$ cat src/rtl/smg_pkg.sv
package smg_pkg;

  parameter int unsigned SMG_DEF_NUM_MON = 2;
  parameter int unsigned SMG_DEF_LIMIT   = 16;

  // counter width able to hold 0 .. limit-1
  function automatic int unsigned cnt_width(input int unsigned limit);
    return (limit < 3) ? 1 : $clog2(limit);
  endfunction

endpackage

$ cat src/rtl/smg_idle_timer.sv
module smg_idle_timer #(
  parameter int unsigned LIMIT = smg_pkg::SMG_DEF_LIMIT
) (
  input  logic clk,
  input  logic rst,
  input  logic run_i,
  output logic expire_o
);

  localparam int unsigned CW = smg_pkg::cnt_width(LIMIT);
  localparam logic [CW-1:0] LAST = CW'(LIMIT - 1);

  logic [CW-1:0] cnt_r;
  logic          at_last;

  assign at_last  = (cnt_r == LAST);
  assign expire_o = run_i && at_last;

  always_ff @(posedge clk) begin
    if (rst || !run_i || at_last) begin
      cnt_r <= '0;
    end else begin
      cnt_r <= cnt_r + 1'b1;
    end
  end

  // a break in the waiting run restarts the count (frame, grant or request)
  assert_run_break_R4: assert property (@(posedge clk) disable iff (rst)
    !run_i |=> (cnt_r == '0));

  // each waiting cycle below the limit advances the count by one
  assert_count_step_R2: assert property (@(posedge clk) disable iff (rst)
    (run_i && !at_last) |=> (cnt_r == CW'($past(cnt_r) + 1'b1)));

endmodule

$ cat src/rtl/smg_mask_latch.sv
module smg_mask_latch (
  input  logic clk,
  input  logic rst,
  input  logic set_i,
  input  logic clr_i,
  output logic q_o
);

  always_ff @(posedge clk) begin
    if (rst || clr_i) begin
      q_o <= 1'b0;
    end else if (set_i) begin
      q_o <= 1'b1;
    end
  end

  assert_sticky_R6: assert property (@(posedge clk) disable iff (rst)
    (!clr_i && q_o) |=> q_o);

  assert_clear_wins_R7: assert property (@(posedge clk) disable iff (rst)
    clr_i |=> !q_o);

  assert_set_needs_expiry_R2: assert property (@(posedge clk) disable iff (rst)
    (!q_o && !set_i) |=> !q_o);

endmodule

$ cat src/rtl/stall_master_guard.sv
module stall_master_guard #(
  parameter int unsigned NUM_MON    = smg_pkg::SMG_DEF_NUM_MON,
  parameter int unsigned IDLE_LIMIT = smg_pkg::SMG_DEF_LIMIT
) (
  input  logic               clk,
  input  logic               rst,
  input  logic [NUM_MON-1:0] req_i,
  input  logic [NUM_MON-1:0] gnt_i,
  input  logic               frame_i,
  input  logic               guard_off_i,
  output logic [NUM_MON-1:0] mask_o
);

  logic [NUM_MON-1:0] run;
  logic [NUM_MON-1:0] expire;

  for (genvar m = 0; m < NUM_MON; m++) begin : g_mon
    // waiting: requesting, granted, bus idle, detection armed, not yet masked
    assign run[m] = req_i[m] & gnt_i[m] & ~frame_i & ~guard_off_i & ~mask_o[m];

    smg_idle_timer #(.LIMIT(IDLE_LIMIT)) u_timer (
      .clk      (clk),
      .rst      (rst),
      .run_i    (run[m]),
      .expire_o (expire[m])
    );

    smg_mask_latch u_latch (
      .clk   (clk),
      .rst   (rst),
      .set_i (expire[m]),
      .clr_i (guard_off_i),
      .q_o   (mask_o[m])
    );

    // a master that is not granted can never gain a mask in that cycle
    assert_own_grant_R8: assert property (@(posedge clk) disable iff (rst)
      (!gnt_i[m] && !mask_o[m]) |=> !mask_o[m]);
  end

  assert_reset_state_R1: assert property (@(posedge clk)
    rst |=> (mask_o == '0));

  assert_off_blocks_R7: assert property (@(posedge clk) disable iff (rst)
    guard_off_i |=> (mask_o == '0));

endmodule

$ cat config.mk
export PLATFORM = sky130hd
export DESIGN_NAME = stall_master_guard
export DESIGN_NICKNAME = d
export VERILOG_FILES = /design/src/rtl/smg_pkg.sv /design/src/rtl/smg_idle_timer.sv /design/src/rtl/smg_mask_latch.sv /design/src/rtl/stall_master_guard.sv
export SDC_FILE = /design/constraint.sdc
export NUM_CORES = 1
export LEC_CHECK = 0
export ABC_AREA = 1
export BUFFER_PORTS_ARGS = -buffer_cell sky130_fd_sc_hd__buf_2
export CORE_MARGIN = 1.5
export CORE_UTILIZATION = 35
export CTS_CLUSTER_SIZE = 25
export DETAILED_ROUTE_END_ITERATION = 7
export HOLD_SLACK_MARGIN = 0.1
export PLACE_DENSITY = 0.54
export SLEW_MARGIN = 20
export SYNTH_ARGS = -nofsm -noshare
export SYNTH_HDL_FRONTEND = slang
export SYNTH_SLANG_ARGS = --single-unit
$ cat constraint.sdc
create_clock -name clk -period 1.05 [get_ports clk]
set_input_delay 0.0525 -clock clk [delete_from_list [all_inputs] [get_ports clk]]
set_output_delay 0.0525 -clock clk [all_outputs]
set_load 0.01 [all_outputs]
# After elaboration in Yosys (flattened, before gate mapping)
# Cells that the tools add are included.
[totals] in_bits=8 romBits=0 elab_cells=29 n_memories=0 register_bits=10 latch_bits=0 mem_bits_rw=0
[op_classes] n_reduce_logical=9 add_sub_neg=2 n_mux=0 n_eq_ne=2 n_div=0 bitwise=12 magnitude_cmp=0 n_mul=0 n_shift=0
[op_table] cell="adder 4 x 1 -> 4 bit, second input constant" n=2
[op_table] cell="bitwise AND 1 bit" n=8
[op_table] cell="equality test 4 bit, second input constant" n=2
[op_table] cell="logical OR 1 bit" n=5
[op_table] cell="NOT 1 bit" n=4
[op_table] cell="logical AND 1 bit" n=2
[op_table] cell="logical NOT 1 bit" n=2

# Logic depth before layout (Yosys ltp)
[depth] word_depth=7 mapped_depth=5 depth_no_buf=5

# Modules after synthesis
# From an unflattened synthesis, not the netlist that was laid out.
[hier_totals] hier_cells=61 hier_area_um2=446.7
[modules_own_cells] mod="smg_idle_timer" area_per_inst_um2=166.4 n_inst=2 cells_each=20
[modules_own_cells] mod="smg_mask_latch" area_per_inst_um2=38.8 n_inst=2 cells_each=6
[modules_own_cells] mod="stall_master_guard" area_per_inst_um2=36.3 n_inst=1 cells_each=9

# Worst setup path before layout
# No wires, ideal clock.
[synth_path] kind="register -> register" startpoint="register g_mon[0].u_timer.cnt_r[0]" endpoint="register g_mon[0].u_latch.q_o" stages_incl_launch_ff=6 arrival_ps=844 setup_time_ps=66 path_slack_ps=140 path_buffers=0 cell_sequence="dfxtp_1 > ha_1 > nand2_1 > nor2_1 > nand3_1 > a21oi_2"
[synth_between] elab_chain_cells=2
[synth_rtl] element="from (decl)" line="smg_idle_timer.sv:13" source="logic [CW-1:0] cnt_r;"
[synth_rtl] element="from (signal assigned)" line="smg_idle_timer.sv:23" source="cnt_r <= cnt_r + 1'b1;"
[synth_rtl] element="equality test 4 bit" line="smg_idle_timer.sv:16" source="assign at_last = (cnt_r == LAST);"
[synth_rtl] element="logical AND 1 bit" line="smg_idle_timer.sv:17" source="assign expire_o = run_i && at_last;"
[synth_rtl] element="to (signal assigned)" line="smg_mask_latch.sv:11" source="q_o <= 1'b0;"
[synth_rtl] element="to (signal assigned)" line="smg_mask_latch.sv:13" source="q_o <= 1'b1;"
[synth_rtl] element="to (decl)" line="smg_mask_latch.sv:6" source="output logic q_o"
# Every way passes these cells.
# A chain may end at the register's enable or synchronous reset.

# Final worst setup path
[layout_path] startpoint="input guard_off_i" endpoint="register g_mon[0].u_timer.cnt_r[1]"
[layout_between] elab_chain_cells=6
[layout_rtl] element="from (decl)" line="stall_master_guard.sv:10" source="input logic guard_off_i,"
[layout_rtl] element="NOT 1 bit" line="stall_master_guard.sv:19" source="assign run[m] = req_i[m] & gnt_i[m] & ~frame_i & ~guard_off_i & ~mask_o[m];"
[layout_rtl] element="bitwise AND 1 bit (2 in a row)" line="stall_master_guard.sv:19"
[layout_rtl] element="logical NOT 1 bit" line="smg_idle_timer.sv:20" source="if (rst || !run_i || at_last) begin"
[layout_rtl] element="logical OR 1 bit (2 in a row)" line="smg_idle_timer.sv:20"
# Every way passes these cells.

==> results <==
- The run finished with clean final reports.
- During placement, the flow inserted port buffers numbering 9.
- At the end of routability-driven placement, the weighted congestion stood at approximately 0.65.
- After routing, the total negative slack on setup checks comes to 0 ns.
- The mux share of post-synthesis cell area is 0%.
- The primary flip-flop cell chosen by synthesis mapping is dfxtp_1.
- The routed via count divided by cell count is approximately 4.3.
- Of all nets on the critical path, the largest fanout is 4.
- The number of synthesis warnings is 0.
- The detailed-router iteration count before antenna repair is 1.
- The global-route congestion overflow total is 0.
- In the routed design, unresolved DRC markers number 0.
- The switching power of the nets is 148.6 uW.
- The worst path uses 90.84% of the clock period.
- STA classifies the critical path startpoint as a primary input.
- Counting every sink on the clock net gives 10.
- From left edge to right edge, the die measures roughly 40 um.
- Combinational logic is responsible for around 5.6% of the overall power.
- After clock tree synthesis, the clock-pin slew on the worst setup and hold paths is around 0.07 ns.
- The critical path contains buffers and inverters numbering 2 combined.
- The average size of a mapped cell is slightly above 8 um2.
- By count the netlist is led by dfxtp_1, nor2_1, inv_1, nand2_1, nand3_1.
- Grouping stages by cell kind, the critical path spends the most delay in buffers and inverters.
- The sequential power share is about half.
- The clock passes through at most 2 buffers.
- The final count of negative-setup-slack endpoints is 0.
- The met2 track utilization from global routing is between 10% and 20%.
- The layer with the highest usage after global routing is met2.
- Of all cell types, the one taking the most synthesized area is dfxtp_1.
- Measured along the y axis, the die boundary spans 39.03 um.
- Detailed routing inserted a total of approximately 350 vias.
- The number of violations of the max-capacitance limit is 0.
- The number of library cell types mapped by synthesis is 16.
- VDD sags by at most ~1.1 mV.
- The number of global-route vias before repair is roughly 320.
- At the worst endpoint, the required time is roughly 1.2 ns.
- The total clock buffers created by CTS is 3.
- Yosys attributes the largest share of cell area to dfxtp_1, nor2_1, inv_1, ha_1, nand3_1.
- The signal on the critical path passes through dlygate4sd3_1 -> buf_2 -> nor2_1 -> nand4_2 -> nor2_1.
- The sequential element share of the synthesized area is between 40% and 50%.
- Global routing consumed, over all layers together, 11.69% of the routing resources.
- The main combinational cell family by area after synthesis is simple AND/OR/NAND/NOR gates.
- The later pin in the worst-skew pair is clocked with a latency of between 0.2 and 0.3 ns.
- The floorplan has 12 rows.
- The category of the worst setup path capture point is a flop.
- The worst min-delay path class is primary input to flop.
- The most numerous cell type found on the critical path is nor2_1.
- The average wire per cell in the routed design is just under 8 um.
- The clock network accounts for 44.2% of the total power.
- The final max-slew violation count is 0.
- The DRC violation total after the first TritonRoute iteration is 0.
- In this run, synthesis inferred 0 flip-flops with an integrated enable.
- The H-tree level count is 1.
- The final hold violation count came to 0.
- The share of the synthesized area in compound gates (AO/OA/AOI/OAI) is under 10%.
- The met1 usage is between 10% and 20%.
- The net total in the final layout is 80.
- The combined area of all synthesized cells is between 400 and 500 um2.
- Summing the areas of all xor and xnor instances in the mapped netlist gives 7.713% of the synthesized area.
- The initial antenna violation count is 0.
- The highest-delay cell along the critical path is dlygate4sd3_1.
- The antenna violation net count after detailed routing is 0.
- The switching portion of total power is between 10% and 20%.
- For this design the top-level I/O count stands at 10.
- Dividing total power by cell area gives a power density of between 1000 and 1500 mW/mm2.
- The number of antenna diodes in the final layout is 0.
- Global routing used slightly below 9% of the available met3 tracks.
- The final clock skew is 0.004668 ns.
- The overall power after layout is between 700 and 800 uW.
- Counting flops with an async set or reset pin after synthesis yields a share of 0%.
- The synthesized design contains 10 register bits.
- The estimated wirelength of the detail-placed design is about 500 um.
- The simple-gate share of the synthesized area is between 20% and 30%.
- The first global-routing pass estimated 1131 um of wire.
- The internal portion of the total power is 612.2 uW.
- The top cell type by area accounts for 44.08% of the synthesized area.
- The area of the core is 0.001156 mm2.
- The worst-margin pin slew is approximately 0.17 ns.
- Subtracting the final worst setup slack from the clock period gives between 0.9 and 1 ns.
- The layout cell share with drive strength beyond 1 is approximately 38%.
- The CTS root buffer is clkbuf_4.
- When the netlist entered floorplanning its net count stood at between 60 and 70.
- The area growth from synthesis to layout is 27.00%.
- After detailed routing, the total wire length is about 660 um.
- Hold is met by 0.1232 ns.
- Summed over all cells, the static leakage comes to approximately 0.24 nW.
- The worst setup path is of the primary input to flop kind.
- The maximum number of pins on one net before global-route repair is 7.
- The highest attainable clock frequency is between 1000 and 1500 MHz.
- The number of instances in the synthesized netlist is between 50 and 60.
- Summing the areas of all fa, ha and maj instances in the mapped netlist gives around 5.5% of the synthesized area.
- Data on the critical path arrives at its endpoint at around 1.2 ns.
- The die covers 0.001523 mm2.
- The clock tree from TritonCTS is built.
- The relative max-transition margin is 88.54%.
- The initial utilization of the core area, before any placement, comes to ~39%.
- The biggest cell delay along the critical path is ~0.53 ns.
-- routing by layer --
layer | routed length (um) | vias up
met1 | 311 | 144
met4 | 8 | 0
met2 | 269 | 11
li1 | - | 196
met5 | 0 | -
met3 | 69 | 2
-- logic make-up after synthesis --
kind of cell               count (synthesis)
AOI/OAI and AO/OA                          2
xor gates and xnor gates                   4
adders and majority gates                  2
buffers and inverters                     12
DFF                                       10
and+or+nand+nor                           25
-- tightest hold or removal path, cell delays in order --
cell and delay (ns):
buf_2 0.07, inv_1 0.07, nand3_2 0.11, nor2_1 0.04
-- per-stage QoR --
stage | utilization, % | instances | instance area, um2 | worst slack, ns
6_report | 49.89 | 83 | 576.8 | 0.09615
5_1_grt | 49.89 | 83 | 576.8 | -0.003399
4_1_cts | 48.27 | 82 | 558.0 | 0.05043
3_5_place_dp | 43.40 | 76 | 501.7 | 0.06620
3_3_place_gp | 43.40 | 76 | 501.7 | 0.09021
2_1_floorplan | - | 55 | 454.2 | 0.1397
-- state kept, by name, indices dropped and copies added (netlist names) --
name                 count
g_mon.u_timer.cnt_r      8
g_mon.u_latch.q_o        2
-- what timing repair did --
action	CTS	global route
setup buffers	0	1
endpoints found under the setup margin	0	5
hold buffers	2	0
resized for setup	0	4
hold endpoints to repair	2	0
-- path summary, 6_finish.rpt --
check	from	end	slack (ns)	cells after the start
setup / recovery	guard_off_i	g_mon[0].u_timer.cnt_r[1]$_SDFF_PP0_	0.1	5
hold / removal	rst	g_mon[1].u_timer.cnt_r[3]$_SDFF_PP0_	0.12	4
setup reg to reg	g_mon[0].u_timer.cnt_r[0]$_SDFF_PP0_	g_mon[0].u_latch.q_o$_SDFFE_PP0P_	0.1	5
hold reg to reg	g_mon[1].u_timer.cnt_r[0]$_SDFF_PP0_	g_mon[1].u_timer.cnt_r[0]$_SDFF_PP0_	0.42	1
-- layout make-up --
cell class | instances | area [um2]
multi-input cells | 33 | 210.2
repair buffers | 12 | 72.57
flip-flops and latches | 10 | 201.4
fillers | 106 | 579.3
clock buffers | 4 | 36.28
well taps | 14 | 17.52
inverters | 10 | 38.79
-- cell usage in the layout, fill, tap and decap left out --
cell and count:
a21oi_1 1, nand3_2 2, ha_2 2, nor2_1 10, a21oi_2 1, clkinv_2 1, nor2_2 1, xnor2_1 2
dfxtp_2 1, inv_1 7, buf_2 9, buf_4 1, nand2_1 5, nand3_1 5, clkbuf_8 1, inv_2 2
nor2_4 1, xor2_1 2, dlygate4sd3_1 2, clkbuf_4 3, nand4_2 1, dfxtp_1 9
-- power groups by stage --
stage                     Clock (mW)  Sequential, mW  Combinational [mW]
after floorplan                    0           0.390              0.0181
after global placement             0           0.390              0.0358
after detailed placement           0           0.390              0.0354
after CTS                      0.354           0.381              0.0413
after global routing           0.367           0.382              0.0482
final                          0.336           0.382              0.0426
(Power assumes the default switching activity.)
